==> src/rtl/sdram_seq_pkg.sv <==
package sdram_seq_pkg;
  // {cs_n, ras_n, cas_n, we_n}
  localparam logic [3:0] CMD_INH = 4'b1111;
  localparam logic [3:0] CMD_NOP = 4'b0111;
  localparam logic [3:0] CMD_ACT = 4'b0011;
  localparam logic [3:0] CMD_RD  = 4'b0101;
  localparam logic [3:0] CMD_WR  = 4'b0100;
  localparam logic [3:0] CMD_BST = 4'b0110;

  typedef enum logic [1:0] {S_IDLE, S_RCD, S_BURST, S_PRE} seq_st_t;

  function automatic logic is_full(input logic [2:0] code);
    return code[2];
  endfunction

  // beats minus one for fixed lengths
  function automatic logic [2:0] beats_m1(input logic [2:0] code);
    case (code)
      3'd1:    return 3'd1;
      3'd2:    return 3'd3;
      3'd3:    return 3'd7;
      default: return 3'd0;
    endcase
  endfunction

  // wrap mask of the column counter, full page wraps over 9 bits
  function automatic logic [8:0] blk_mask(input logic [2:0] code);
    if (code[2]) return 9'h1FF;
    return {6'd0, beats_m1(code)};
  endfunction
endpackage

==> src/rtl/sdram_col_gen.sv <==
module sdram_col_gen
  import sdram_seq_pkg::*;
#(
  parameter int COL_W = 9
) (
  input  logic [COL_W-1:0] start_col,
  input  logic [COL_W-1:0] beat_idx,
  input  logic [2:0]       len_code,
  output logic [COL_W-1:0] col
);
  logic [COL_W-1:0] mask;
  logic [COL_W-1:0] sum;

  always_comb begin
    mask = COL_W'(blk_mask(len_code));
    if (is_full(len_code)) mask = '1;
    sum  = start_col + beat_idx;
    col  = (start_col & ~mask) | (sum & mask);
  end
endmodule

==> src/rtl/sdram_lat_pipe.sv <==
module sdram_lat_pipe #(
  parameter int DEPTH = 2
) (
  input  logic clk,
  input  logic rst,
  input  logic din,
  output logic dout
);
  logic [DEPTH-1:0] sr;

  generate
    if (DEPTH == 1) begin : g_one
      always_ff @(posedge clk) begin
        if (rst) sr <= '0;
        else     sr <= din;
      end
    end else begin : g_many
      always_ff @(posedge clk) begin
        if (rst) sr <= '0;
        else     sr <= {sr[DEPTH-2:0], din};
      end
    end
  endgenerate

  assign dout = sr[DEPTH-1];
endmodule

==> src/rtl/sdram_burst_seq.sv <==
module sdram_burst_seq
  import sdram_seq_pkg::*;
#(
  parameter int BANK_W  = 2,
  parameter int ROW_W   = 12,
  parameter int COL_W   = 9,
  parameter int AP_BIT  = 10,
  parameter int TRCD    = 2,
  parameter int TRP     = 2,
  parameter int CAS_LAT = 2,
  localparam int ADDR_W = BANK_W + ROW_W + COL_W
) (
  input  logic              clk,
  input  logic              rst,
  input  logic              req_valid,
  output logic              req_ready,
  input  logic              req_write,
  input  logic [ADDR_W-1:0] req_addr,
  input  logic [2:0]        req_len,
  input  logic              req_ap,
  input  logic              req_term,
  output logic              sd_cs_n,
  output logic              sd_ras_n,
  output logic              sd_cas_n,
  output logic              sd_we_n,
  output logic [BANK_W-1:0] sd_ba,
  output logic [ROW_W-1:0]  sd_a,
  output logic              beat_valid,
  output logic [COL_W-1:0]  beat_col,
  output logic              rd_valid
);
  localparam int CNT_MAX = (TRCD > TRP) ? TRCD : TRP;
  localparam int CNT_W   = $clog2(CNT_MAX + 1);

  seq_st_t           st;
  logic [3:0]        cmd_q;
  logic [BANK_W-1:0] ba_q, bank_q;
  logic [ROW_W-1:0]  a_q, rw_addr;
  logic [COL_W-1:0]  start_q, idx_q, idx_sel, col_out, col_q;
  logic [2:0]        len_q, rem_q;
  logic              wr_q, ap_q, full_q, bv_q;
  logic [CNT_W-1:0]  cnt_q;

  assign {sd_cs_n, sd_ras_n, sd_cas_n, sd_we_n} = cmd_q;
  assign sd_ba      = ba_q;
  assign sd_a       = a_q;
  assign beat_valid = bv_q;
  assign beat_col   = col_q;
  assign req_ready  = (st == S_IDLE) && !rst;
  assign full_q     = is_full(len_q);
  assign idx_sel    = (st == S_RCD) ? '0 : idx_q;

  sdram_col_gen #(.COL_W(COL_W)) col_i (
    .start_col(start_q), .beat_idx(idx_sel), .len_code(len_q), .col(col_out)
  );

  sdram_lat_pipe #(.DEPTH(CAS_LAT)) lat_i (
    .clk(clk), .rst(rst), .din(bv_q && !wr_q), .dout(rd_valid)
  );

  always_comb begin
    rw_addr = '0;
    rw_addr[COL_W-1:0] = col_out;
    rw_addr[AP_BIT]    = ap_q;
  end

  always_ff @(posedge clk) begin
    if (rst) begin
      st <= S_IDLE;  cmd_q <= CMD_INH;  ba_q <= '0;  a_q <= '0;
      bv_q <= 1'b0;  col_q <= '0;  cnt_q <= '0;  idx_q <= '0;  rem_q <= '0;
      bank_q <= '0;  start_q <= '0;  len_q <= '0;  wr_q <= 1'b0;  ap_q <= 1'b0;
    end else begin
      cmd_q <= CMD_NOP;
      ba_q  <= '0;
      a_q   <= '0;
      case (st)
        S_IDLE: begin
          if (req_valid) begin
            bank_q  <= req_addr[ADDR_W-1 -: BANK_W];
            start_q <= req_addr[COL_W-1:0];
            len_q   <= req_len;
            wr_q    <= req_write;
            ap_q    <= req_ap && !is_full(req_len);
            cmd_q   <= CMD_ACT;
            ba_q    <= req_addr[ADDR_W-1 -: BANK_W];
            a_q     <= req_addr[COL_W +: ROW_W];
            cnt_q   <= CNT_W'(TRCD - 1);
            st      <= S_RCD;
          end
        end
        S_RCD: begin
          if (cnt_q == '0) begin
            cmd_q <= wr_q ? CMD_WR : CMD_RD;
            ba_q  <= bank_q;
            a_q   <= rw_addr;
            bv_q  <= 1'b1;
            col_q <= col_out;
            idx_q <= COL_W'(1);
            rem_q <= beats_m1(len_q);
            st    <= S_BURST;
          end else begin
            cnt_q <= cnt_q - 1'b1;
          end
        end
        S_BURST: begin
          if (!full_q && rem_q == '0) begin
            bv_q <= 1'b0;
            if (ap_q) begin
              cnt_q <= CNT_W'(TRP - 1);
              st    <= S_PRE;
            end else begin
              st <= S_IDLE;
            end
          end else if (req_term && !ap_q) begin
            cmd_q <= CMD_BST;
            bv_q  <= 1'b0;
            st    <= S_IDLE;
          end else begin
            bv_q  <= 1'b1;
            col_q <= col_out;
            idx_q <= idx_q + 1'b1;
            if (!full_q) rem_q <= rem_q - 1'b1;
          end
        end
        S_PRE: begin
          if (cnt_q == '0) st <= S_IDLE;
          else             cnt_q <= cnt_q - 1'b1;
        end
        default: st <= S_IDLE;
      endcase
    end
  end

  // cycles since the last ACTIVE, saturating; used only by the checks
  logic [7:0] since_act;
  always_ff @(posedge clk) begin
    if (rst)                   since_act <= 8'hFF;
    else if (cmd_q == CMD_ACT) since_act <= 8'd1;
    else if (since_act != 8'hFF) since_act <= since_act + 8'd1;
  end

  // column command lands exactly TRCD cycles after ACTIVE
  p_rcd_gap_r2: assert property (@(posedge clk) disable iff (rst)
    (cmd_q == CMD_RD || cmd_q == CMD_WR) |-> since_act == 8'(TRCD));

  // a terminate only follows a shown beat
  p_bst_after_beat_r6: assert property (@(posedge clk) disable iff (rst)
    (cmd_q == CMD_BST) |-> $past(bv_q));

  // never ready while a beat is on
  p_busy_in_burst_r8: assert property (@(posedge clk) disable iff (rst)
    bv_q |-> !req_ready);

  // consecutive beats of a fixed burst stay in one aligned block
  p_block_wrap_r4: assert property (@(posedge clk) disable iff (rst)
    (bv_q && $past(bv_q) && !full_q) |->
      (((col_q ^ $past(col_q)) & ~COL_W'(blk_mask(len_q))) == '0));

  // the precharge wait keeps the port busy after the last beat
  p_pre_hold_r7: assert property (@(posedge clk) disable iff (rst)
    ($fell(bv_q) && ap_q) |-> !req_ready);
endmodule

==> config.mk <==
export PLATFORM = sky130hd
export DESIGN_NAME = sdram_burst_seq
export DESIGN_NICKNAME = d
export VERILOG_FILES = /design/src/rtl/sdram_seq_pkg.sv /design/src/rtl/sdram_col_gen.sv /design/src/rtl/sdram_lat_pipe.sv /design/src/rtl/sdram_burst_seq.sv
export SDC_FILE = /design/constraint.sdc
export NUM_CORES = 1
export LEC_CHECK = 0
export ABC_AREA = 0
export BUFFER_PORTS_ARGS = -buffer_cell sky130_fd_sc_hd__buf_2
export CORE_ASPECT_RATIO = 1.25
export CORE_MARGIN = 4
export CORE_UTILIZATION = 59
export CTS_CLUSTER_SIZE = 20
export DETAILED_ROUTE_END_ITERATION = 10
export GPL_ROUTABILITY_DRIVEN = 0
export HOLD_SLACK_MARGIN = 0.06
export MAX_ROUTING_LAYER = met4
export PLACE_DENSITY_LB_ADDON = 0.2
export REMOVE_ABC_BUFFERS = 1
export SYNTH_ARGS = -nofsm -noshare
export SYNTH_HDL_FRONTEND = slang
export SYNTH_SLANG_ARGS = --single-unit
export TNS_END_PERCENT = 100
==> constraint.sdc <==
create_clock -name clk -period 4.89 [get_ports clk]
set_input_delay 0 -clock clk [delete_from_list [all_inputs] [get_ports clk]]
set_output_delay 0 -clock clk [all_outputs]
set_load 0.01 [all_outputs]
==> metrics.txt, run 1 <==
# DRC 0; largest net degree at the start of global routing 46; Final Worst Setup Slack 1750 ps; slew at the pin closest to its max-slew limit 954 ps; Slew Viols, Final 0; width of the chip 72.6 µm; Final min period 3140 ps; post-CTS setup repair buffer count 0; num rows 29; VDD IR max 0.385 mV; cells along the critical path ha_1 -> nor2b_1 -> ha_1 -> fa_1 -> a21o_1 -> a221oi_2 -> nor3_1 -> a2111oi_2 -> a211oi_1; nets 493; post-synthesis simple-gate area fraction 23.0%; Post-Synthesis Cells 360; top cell family by delay on the critical path adder cells; post-synthesis register bit count 62; # setup viols final 0; PwrDens just under 500 mW/mm²; TritonCTS buffer count 9; vias in the first global route 2,759; Hold Path Class in2reg; half-perimeter wire length after placement ~4.9 mm; Placement Cell Area approximately 0.0034 mm²; RSZ-0062 raised after global routing no; diodes inserted 0; Worst Setup End Kind flop; final setup TNS 0 ps; largest family of logic cells by synthesized area simple AND/OR/NAND/NOR gates; Post-Synth XOR/XNOR Area 3.42%; gr usage total 25.7%; sequential-to-total area share from yosys stat 40.4%; vias per inst 5.52; # IOs 62; initial antenna violation count 0; port buffer count 61; skew final 6.90 ps; worst-path maximum fanout 18; Adder-Cell Fraction of Synth Area under 10%; Post-synth ARST share 0%; design area 0.00384 mm²; Post-synth EDFFs 0; Initial Util 60.5%; dpl cells 467; Compound-Gate Fraction of Synth Area between 10% and 20%; Syn-to-layout area delta 25.1%; post-cts sizing count 0; CTS tree built; Max transition margin 36.4%; Final Hold Viols 0; final core utilization between 70% and 80%; synthesized cell area ~0.0031 mm²; Largest stage delay, worst path 580 ps; total global routing overflow 0; Starting DRT DRC Count 222; clk sink count 62; Avg Synthesized Cell Area about 8.5 µm²; die height 88.7 µm; Critical Path AT ~3300 ps; share of cells above drive strength 1 20.7%; Startpoint Class flop; FMAX between 0.3 and 0.4 GHz; Static Leakage 1.63 nW; Clk pin slew, worst setup/hold paths 70 ps; wire length per cell 14.4 µm; crit path kind reg2reg; dominant synthesized flop cell dfxtp_1; later-pin clock latency in the skew report 340 ps; final std cells w/o fill between 500 and 600; drt first pass iters 4; H-tree depth 3; WP buf/inv 0; Core Area 0.00508 mm²; # hold bufs at CTS 28; Post-Route WL approximately 7.3 mm; Antenna Nets Post-Route 0; Via Count approximately 2,800; Tcrit/Tclk final between 60 and 70%; most repeated library cell on the critical path ha_1; clk root buf clkbuf_8; # Max-Cap Violations 0; first-pass GRT wire length about 12 mm; multiplexer share of the synthesized area 3.01%; Ys Warns 0; status complete, no violations; CP required 5070 ps; Netlist cell types 59; Critical-path top delay cell ha_1; total die area roughly 0.0064 mm²; CTS Buffer Depth 2; dpl ws 1810 ps
[kinds of logic after synthesis]
group / Yosys count
fa+ha+maj: 17
mux: 9
flops: 62
buf+inv: 28
simple gates: 143
xor+xnor: 12
compound gates: 89
[cells in the mapped netlist (all sizes together), types with 3 or more instances]
cell type	count	area (µm²)
dfxtp	62	1240
nand2	60	225
a21oi	36	180
nor2	31	119
ha	16	200
clkbuf	13	48.8
nor2b	12	77.6
inv	11	41.3
o21ai	11	62.6
xnor2	11	96.3
a211oi	9	72.6
nand3	9	45.0
mux2i	7	70.1
a21o	6	45.0
nor3	6	30.0
a22oi	5	37.5
o22ai	5	31.3
buf	4	26.3
nand2b	4	32.5
nor3b	4	41.3
a311oi	3	26.3
and2	3	18.8
[layout make-up]
| class | instances | area, µm² |
|---|---|---|
| inverters | 11 | 41.3 |
| clock buffers | 9 | 124 |
| multi-input cells | 270 | 1720 |
| repair buffers | 90 | 593 |
| clock inverters | 7 | 51.3 |
| flip-flops and latches | 62 | 1240 |
| well taps | 62 | 77.6 |
| fillers | 377 | 1230 |
[state kept, by name, indices dropped and copies added, names as in the netlist, 3 cells and up]
name,cells
beat_col,9
sd_a,12
start_q,9
len_q,3
cmd_q,4
rem_q,3
idx_q,9
[where the power goes]
part           switching [W]  leakage, nW  internal, W
Combinational       0.000483         1.03     0.000293
Sequential         0.0000778        0.507     0.000618
Clock               0.000212       0.0852     0.000184
Total               0.000773         1.63      0.00109
[metrics by stage]
stage	hold WS (ps)	power, W
floorplan	27.7	0.00122
global placement	241	0.00143
detailed placement	245	0.00146
CTS	160	0.00188
global route	225	0.00201
finish	165	0.00187
[tightest hold or removal path: stages]
cell    delay (ps)
buf_2          110
nor2_1         220
or4_1          150
[path summary, 6_finish.rpt]
check                          from                        to  slack [ps]  cells past startpoint
min                       req_valid       cmd_q[2]$_SDFF_PP1_         170                      3
max reg2reg      st[0]$_SDFFE_PP0P_  beat_col[8]$_SDFFE_PP0P_        1750                      9
max              st[0]$_SDFFE_PP0P_  beat_col[8]$_SDFFE_PP0P_        1750                      9
min reg2reg  lat_i.sr[0]$_SDFF_PP0_    lat_i.sr[1]$_SDFF_PP0_         450                      1
[cell usage in the layout, fill, tap and decap left out, drive strengths merged, types with 4 or more instances in the layout]
cell type	instances
xnor2	11
o22ai	5
nand2b	4
dfxtp	62
inv	11
buf	62
nor3	6
clkinv	5
ha	16
dlygate4sd3	28
a21o	6
nor2	31
clkbuf	9
nor2b	12
nand2	60
a21oi	36
nand3	9
a22oi	5
a211oi	9
o21ai	11
mux2i	7
nor3b	4
[metal layers]
metal	track usage (%)	share of wire, %
met5	-	0
met4	12.8	1.4
met3	4.09	6.5
met2	44.0	51
met1	28.9	42
(Power assumes the default switching activity.)
==> run 2, diff against run 1 <==
--- a/config.mk
+++ b/config.mk
@@ -9,7 +9,7 @@
 export BUFFER_PORTS_ARGS = -buffer_cell sky130_fd_sc_hd__buf_2
 export CORE_ASPECT_RATIO = 1.25
 export CORE_MARGIN = 4
-export CORE_UTILIZATION = 59
+export CORE_UTILIZATION = 55
 export CTS_CLUSTER_SIZE = 20
 export DETAILED_ROUTE_END_ITERATION = 10
 export GPL_ROUTABILITY_DRIVEN = 0
==> constraint.sdc (replaced) <==
create_clock -name clk -period 3.1 [get_ports clk]
set_input_delay 0 -clock clk [delete_from_list [all_inputs] [get_ports clk]]
set_output_delay 0 -clock clk [all_outputs]
set_load 0.01 [all_outputs]
==> run 2 against run 1 <==
Compared with the run above:
- non-clock buffer count is 3 higher
- register-to-register slack worse by 1400 ps
- cell count grew 0.98%
- routed wire length is 2.2% higher
- combinational power up 64%
- critical path type unchanged
- setup slack lost 1400 ps
- sequential power increased by 55%
- largest cell class unchanged
- design area is 0.65% higher
==> metrics.txt, run 2 (same netlist as run 1, synthesis figures left out) <==
largest net degree at the start of global routing 46 (unchanged); die height 91.6 µm (+3.2%); DR top layer met4; Tot Pwr 0.00297 W (+59%); design area 0.00387 mm² (+0.65%); WHS Path Cells 3 (unchanged); wire length per cell 14.5 µm (+1.2%); Worst Setup End Kind flop; # Max-Cap Violations 0 (unchanged); num rows 30 (+3.4%); later-pin clock latency in the skew report 350 ps (about the same); worst-path maximum fanout 16 (-2); width of the chip 74.9 µm (+3.2%); # IOs 62 (unchanged); final core utilization 71.1% (-4.6 points); Syn-to-layout area delta 25.9%; clk sink count 62 (unchanged); reg2reg path depth 10 (+1); Multi-input gate area 0.00172 mm² (unchanged); total global routing overflow 0 (unchanged); Core Area 0.00544 mm² (+7.1%); RSZ-0062 raised after global routing no; Worst R2R Setup Slack 370 ps (-1390 ps); vias in the first global route 2,748 (-0.40%); most frequent cells in the layout 62 x dfxtp_1, 61 x buf_2, 60 x nand2_1; diodes inserted 0 (unchanged); Clk pin slew, worst setup/hold paths 70 ps (about the same); # DRC 0 (unchanged); gr usage total 24.0% (-1.7 points); H-tree depth 3 (unchanged); Hold Path Class in2reg; Via Count 2,837 (+0.60%); commonest non-fill, non-tap cell in the layout dfxtp_1; Starting DRT DRC Count 151 (-32%); Final min period 2730 ps (-405 ps); total die area 0.00686 mm² (+6.5%); skew final 10.9 ps (+3.98 ps); CTS tree built; VDD IR max 0.607 mV (+58%); nets 496 (+0.61%); # setup viols final 0 (unchanged); CP required 3290 ps (-1780 ps); routed wl met3 448 µm (-6.3%); clk root buf clkbuf_8; final setup TNS 0 ps (unchanged); filler cell count 419 (+11%); Slew Viols, Final 0 (unchanged); Post-Route WL 7.50 mm (+2.2%); Max transition margin 44.3% (+7.9 points); slew at the pin closest to its max-slew limit 835 ps (-118 ps); Final Worst Setup Slack 368 ps (-1390 ps); port buffer count 61 (unchanged); post-CTS setup repair buffer count 0 (unchanged); Tcrit/Tclk final 88.1% (+24 points); Static Leakage 1.64 nW (+0.95%); vias per inst 5.50 (-0.37%); dpl ws 410 ps (-1400 ps); Critical Path AT 2920 ps (-400 ps); Final Hold Viols 0 (unchanged); drt first pass iters 4 (unchanged); FMAX 0.366 GHz (+15%); Startpoint Class flop; first-pass GRT wire length 12.5 mm (+0.22%); crit path kind reg2reg; Placement Cell Area 0.00341 mm² (+0.74%); share of cells above drive strength 1 21.2% (+0.53 points); status complete, no violations; CTS Buffer Depth 2 (unchanged); met2 wire length 3.75 mm (+0.92%); max reg flops 12 (unchanged); Initial Util 56.5% (-4.0 points); Antenna Nets Post-Route 0 (unchanged); Sequential Area 0.00124 mm² (unchanged); initial antenna violation count 0 (unchanged); met1 WL 3.15 mm (+3.1%); half-perimeter wire length after placement 5.06 mm (+2.8%); PwrDens 768 mW/mm² (+58%); TritonCTS buffer count 9 (unchanged)
-- run 2: final cells by class --
| class | count | area share, % |
|---|---|---|
| clock inverter | 7 | 1.33 |
| multi-input combinational | 270 | 44.4 |
| clock buffer | 9 | 3.20 |
| inverter | 11 | 1.07 |
| sequential | 62 | 32.1 |
| tap | 64 | 2.07 |
| timing repair buffer | 93 | 15.9 |
-- run 2: what timing repair did --
action                                 4_1_cts  5_1_grt
resized for setup                            0        0
hold buffers                                28        0
endpoints found under the hold margin       30        0
-- run 2: per-layer routing --
metal | GRT usage [%] | up-vias
met5 | - | -
met4 | 11.0 | 0
met3 | 3.54 | 15
met2 | 39.9 | 79
met1 | 27.7 | 1310
li1 | - | 1433
-- run 2: worst max-delay path, cell delays in order, from the launching register on --
cell and delay, ps:
dfxtp_1 400, inv_1 90, ha_1 220, buf_4 200, nor2b_1 120, ha_1 300
and3_1 230, a221oi_2 330, nor3_1 120, a2111oi_2 430, a211oi_1 130
-- run 2: through the flow --
step           hold slack (ps)  cells
4_1_cts                    126    516
6_report                   154    516
5_1_grt                    192    516
2_1_floorplan             27.7    343
3_5_place_dp               245    472
3_3_place_gp               242    472
-- run 2: report_power, final --
part | total, W | leakage [nW] | internal [W] | switching, W
logic | 0.00127 | 1.05 | 0.000476 | 0.000791
clock network | 0.000622 | 0.0852 | 0.000290 | 0.000333
registers | 0.00108 | 0.507 | 0.000975 | 0.000109
-- run 2: worst paths after layout --
| check | from | end |
|---|---|---|
| max | st[1]$_SDFFE_PP0P_ | beat_col[8]$_SDFFE_PP0P_ |
| min | req_valid | cmd_q[2]$_SDFF_PP1_ |
| max reg2reg | st[1]$_SDFFE_PP0P_ | beat_col[8]$_SDFFE_PP0P_ |
| min reg2reg | lat_i.sr[0]$_SDFF_PP0_ | lat_i.sr[1]$_SDFF_PP0_ |
==> run 3, diff against run 2 <==
--- a/config.mk
+++ b/config.mk
@@ -7,7 +7,7 @@
 export LEC_CHECK = 0
 export ABC_AREA = 0
 export BUFFER_PORTS_ARGS = -buffer_cell sky130_fd_sc_hd__buf_2
-export CORE_ASPECT_RATIO = 1.25
+export CORE_ASPECT_RATIO = 1.2
 export CORE_MARGIN = 4
 export CORE_UTILIZATION = 55
 export CTS_CLUSTER_SIZE = 20
==> run 3 against run 2 <==
Compared with the run above:
- highest routed layer unchanged
- via count decreased by 1.6%
- clock-buffer cell count increased by 2
- largest cell class unchanged
- critical path type unchanged
- design area increased by 0.81%
- non-clock buffer count unchanged
- critical path depth decreased by 1
==> metrics.txt, run 3 (same netlist as run 1, synthesis figures left out) <==
status complete, no violations; Worst Setup End Kind flop; RSZ-0062 raised after global routing no; Max transition margin 44.2% (-0.17 points); commonest non-fill, non-tap cell in the layout dfxtp_1; most used routing layer met2; Static Leakage 1.65 nW (+0.76%); Hold Path Class in2reg; worst-path maximum fanout 10 (-6); Combinational Power Share 40.9% (-1.7 points); post-CTS setup repair buffer count 0 (unchanged); skew final 7.09 ps (-3.79 ps); CTS tree built; Multi-input gate area 0.00172 mm² (unchanged); Critical-path top delay cell dfxtp_1; Worst R2R Setup Slack 270 ps (-90 ps); Via Count 2,792 (-1.6%); Net Sw Frac 39.2% (-2.2 points); HP Start req_valid; Antenna Nets Post-Route 0 (unchanged); GRT met3 Usage 4.10% (+0.56 points); half-perimeter wire length after placement 4.87 mm (-3.7%); P_int 0.00186 W (+7.1%); CP required 3290 ps (about the same); RR Startpoint st[0]$_SDFFE_PP0P_; # setup viols final 0 (unchanged); diodes inserted 0 (unchanged); Initial Util 57.2% (+0.76 points); Post-Route WL 7.24 mm (-3.5%); Critical Path AT 3010 ps (+90 ps); width of the chip 76.3 µm (+1.8%); TritonCTS buffer count 9 (unchanged); CTS Buffer Depth 2 (unchanged); max reg flops 12 (unchanged); reg2reg path depth 9 (-1); WHS Endpoint cmd_q[2]$_SDFF_PP1_; grt met2 use 37.1% (-2.8 points); PwrDens 786 mW/mm² (+2.4%); slew at the pin closest to its max-slew limit 838 ps (+2.48 ps); gr usage total 22.3% (-1.7 points); Startpoint Class flop; Slew Viols, Final 0 (unchanged); first-pass GRT wire length 12.2 mm (-2.3%); H-tree depth 3 (unchanged); num rows 29 (-3.3%); clock share of power 23.8% (+2.9 points); Largest stage delay, worst path 420 ps (about the same); Syn-to-layout area delta 26.9%; Final Hold Viols 0 (unchanged); crit path kind reg2reg; # Max-Cap Violations 0 (unchanged); worst reg2reg endpoint beat_col[8]$_SDFFE_PP0P_; clk root buf clkbuf_8; share of cells above drive strength 1 21.2% (unchanged); most frequent cells in the layout 62 x dfxtp_1, 61 x buf_2, 60 x nand2_1; wire length per cell 14.1 µm (-3.1%); filler cell count 402 (-4.1%); vias per inst 5.43 (-1.2%); Tcrit/Tclk final 91.2% (+3.0 points); sequential share of power 35.3% (-1.2 points); top cell family by delay on the critical path adder cells; FMAX 0.354 GHz (-3.3%); Final min period 2830 ps (+94.3 ps); Core Area 0.00537 mm² (-1.3%); met1 usage 27.1% (-0.62 points); Fin Hold WS 134 ps (-20.1 ps); largest net degree at the start of global routing 46 (unchanged); total die area 0.00685 mm² (about the same); drt first pass iters 5 (+1); WP buf/inv 0 (-2); final setup TNS 0 ps (unchanged); WHS Path Cells 3 (unchanged); most repeated library cell on the critical path ha_1; total global routing overflow 0 (unchanged); VDD IR max 0.724 mV (+19%); Net Sw Power 0.00120 W (-2.4%); vias in the first global route 2,602 (-5.3%); Sequential Area 0.00124 mm² (unchanged); initial antenna violation count 0 (unchanged); clk sink count 62 (unchanged); die height 89.9 µm (-1.8%); later-pin clock latency in the skew report 340 ps (about the same); Starting DRT DRC Count 112 (-26%); # IOs 62 (unchanged); # DRC 0 (unchanged); cells along the critical path ha_1 -> nor2b_1 -> ha_1 -> fa_1 -> a21o_1 -> a221oi_2 -> nor3_1 -> a2111oi_2 -> a211oi_1; nets 496 (unchanged); Clk pin slew, worst setup/hold paths 70 ps (about the same); port buffer count 61 (unchanged)
run 3: changes by cell type in the layout (fill, tap and decap cells not counted), sizes merged:
| cell | before | now |
|---|---|---|
| bufinv | 0 | 1 |
| clkbuf | 9 | 11 |
| clkinv | 5 | 1 |
| clkinvlp | 2 | 3 |
run 3: metrics by stage:
step	util, %	power, W	instance area (µm²)	std cells	worst slack (ps)
after detailed placement	63.5	0.00232	3410	470	270
after floorplan	-	0.00192	3000	343	372
after global routing	72.6	0.00327	3900	514	29.6
after CTS	72.6	0.00307	3900	514	259
after global placement	63.5	0.00229	3410	470	333
final	72.6	0.00307	3900	514	273
run 3: worst register-to-register path: cells and delay by family, from the launching register on:
kind / cells / cell delay, ps
compound gates: 4 / 1020
flops: 1 / 420
fa+ha+maj: 3 / 1020
simple gates: 2 / 220
run 3: per-layer routing:
layer,part of all wire [%],routed length [µm]
met1,45,3250
met2,50,3590
met3,4.2,304
met4,1.3,97
met5,0,0
run 3: timing repair:
action,4_1_cts,5_1_grt
endpoints found under the hold margin,30,0
hold buffers,28,0
endpoints found under the setup margin,0,0
resized for setup,0,0
run 3: cell type report:
type	instances	area share [%]
timing repair buffer	93	15.8
tap	62	1.99
clock buffer	11	3.88
multi-input combinational	270	44.0
inverter	11	1.06
sequential	62	31.8
clock inverter	5	1.48
run 3: power by group through the flow:
stage | registers (W) | clock network (W) | logic, W
6_report | 0.00108 | 0.000730 | 0.00125
5_1_grt | 0.00111 | 0.000771 | 0.00140
4_1_cts | 0.00108 | 0.000739 | 0.00125
3_5_place_dp | 0.00110 | 0 | 0.00122
3_3_place_gp | 0.00109 | 0 | 0.00120
2_1_floorplan | 0.00114 | 0 | 0.000778
run 3: how the worst max path moves through the flow:
| stage | start | endpoint | slack (ps) | cells past startpoint |
|---|---|---|---|---|
| global placement | st[0]$_SDFFE_PP0P_ | beat_col[8]$_SDFFE_PP0P_ | 330 | 9 |
| detailed placement | st[0]$_SDFFE_PP0P_ | beat_col[8]$_SDFFE_PP0P_ | 270 | 9 |
| finish | st[0]$_SDFFE_PP0P_ | beat_col[8]$_SDFFE_PP0P_ | 270 | 9 |
| CTS | st[0]$_SDFFE_PP0P_ | beat_col[8]$_SDFFE_PP0P_ | 260 | 9 |
| global route | st[0]$_SDFFE_PP0P_ | beat_col[8]$_SDFFE_PP0P_ | 30 | 9 |
| floorplan | st[0]$_SDFFE_PP0P_ | beat_col[8]$_SDFFE_PP0P_ | 370 | 9 |
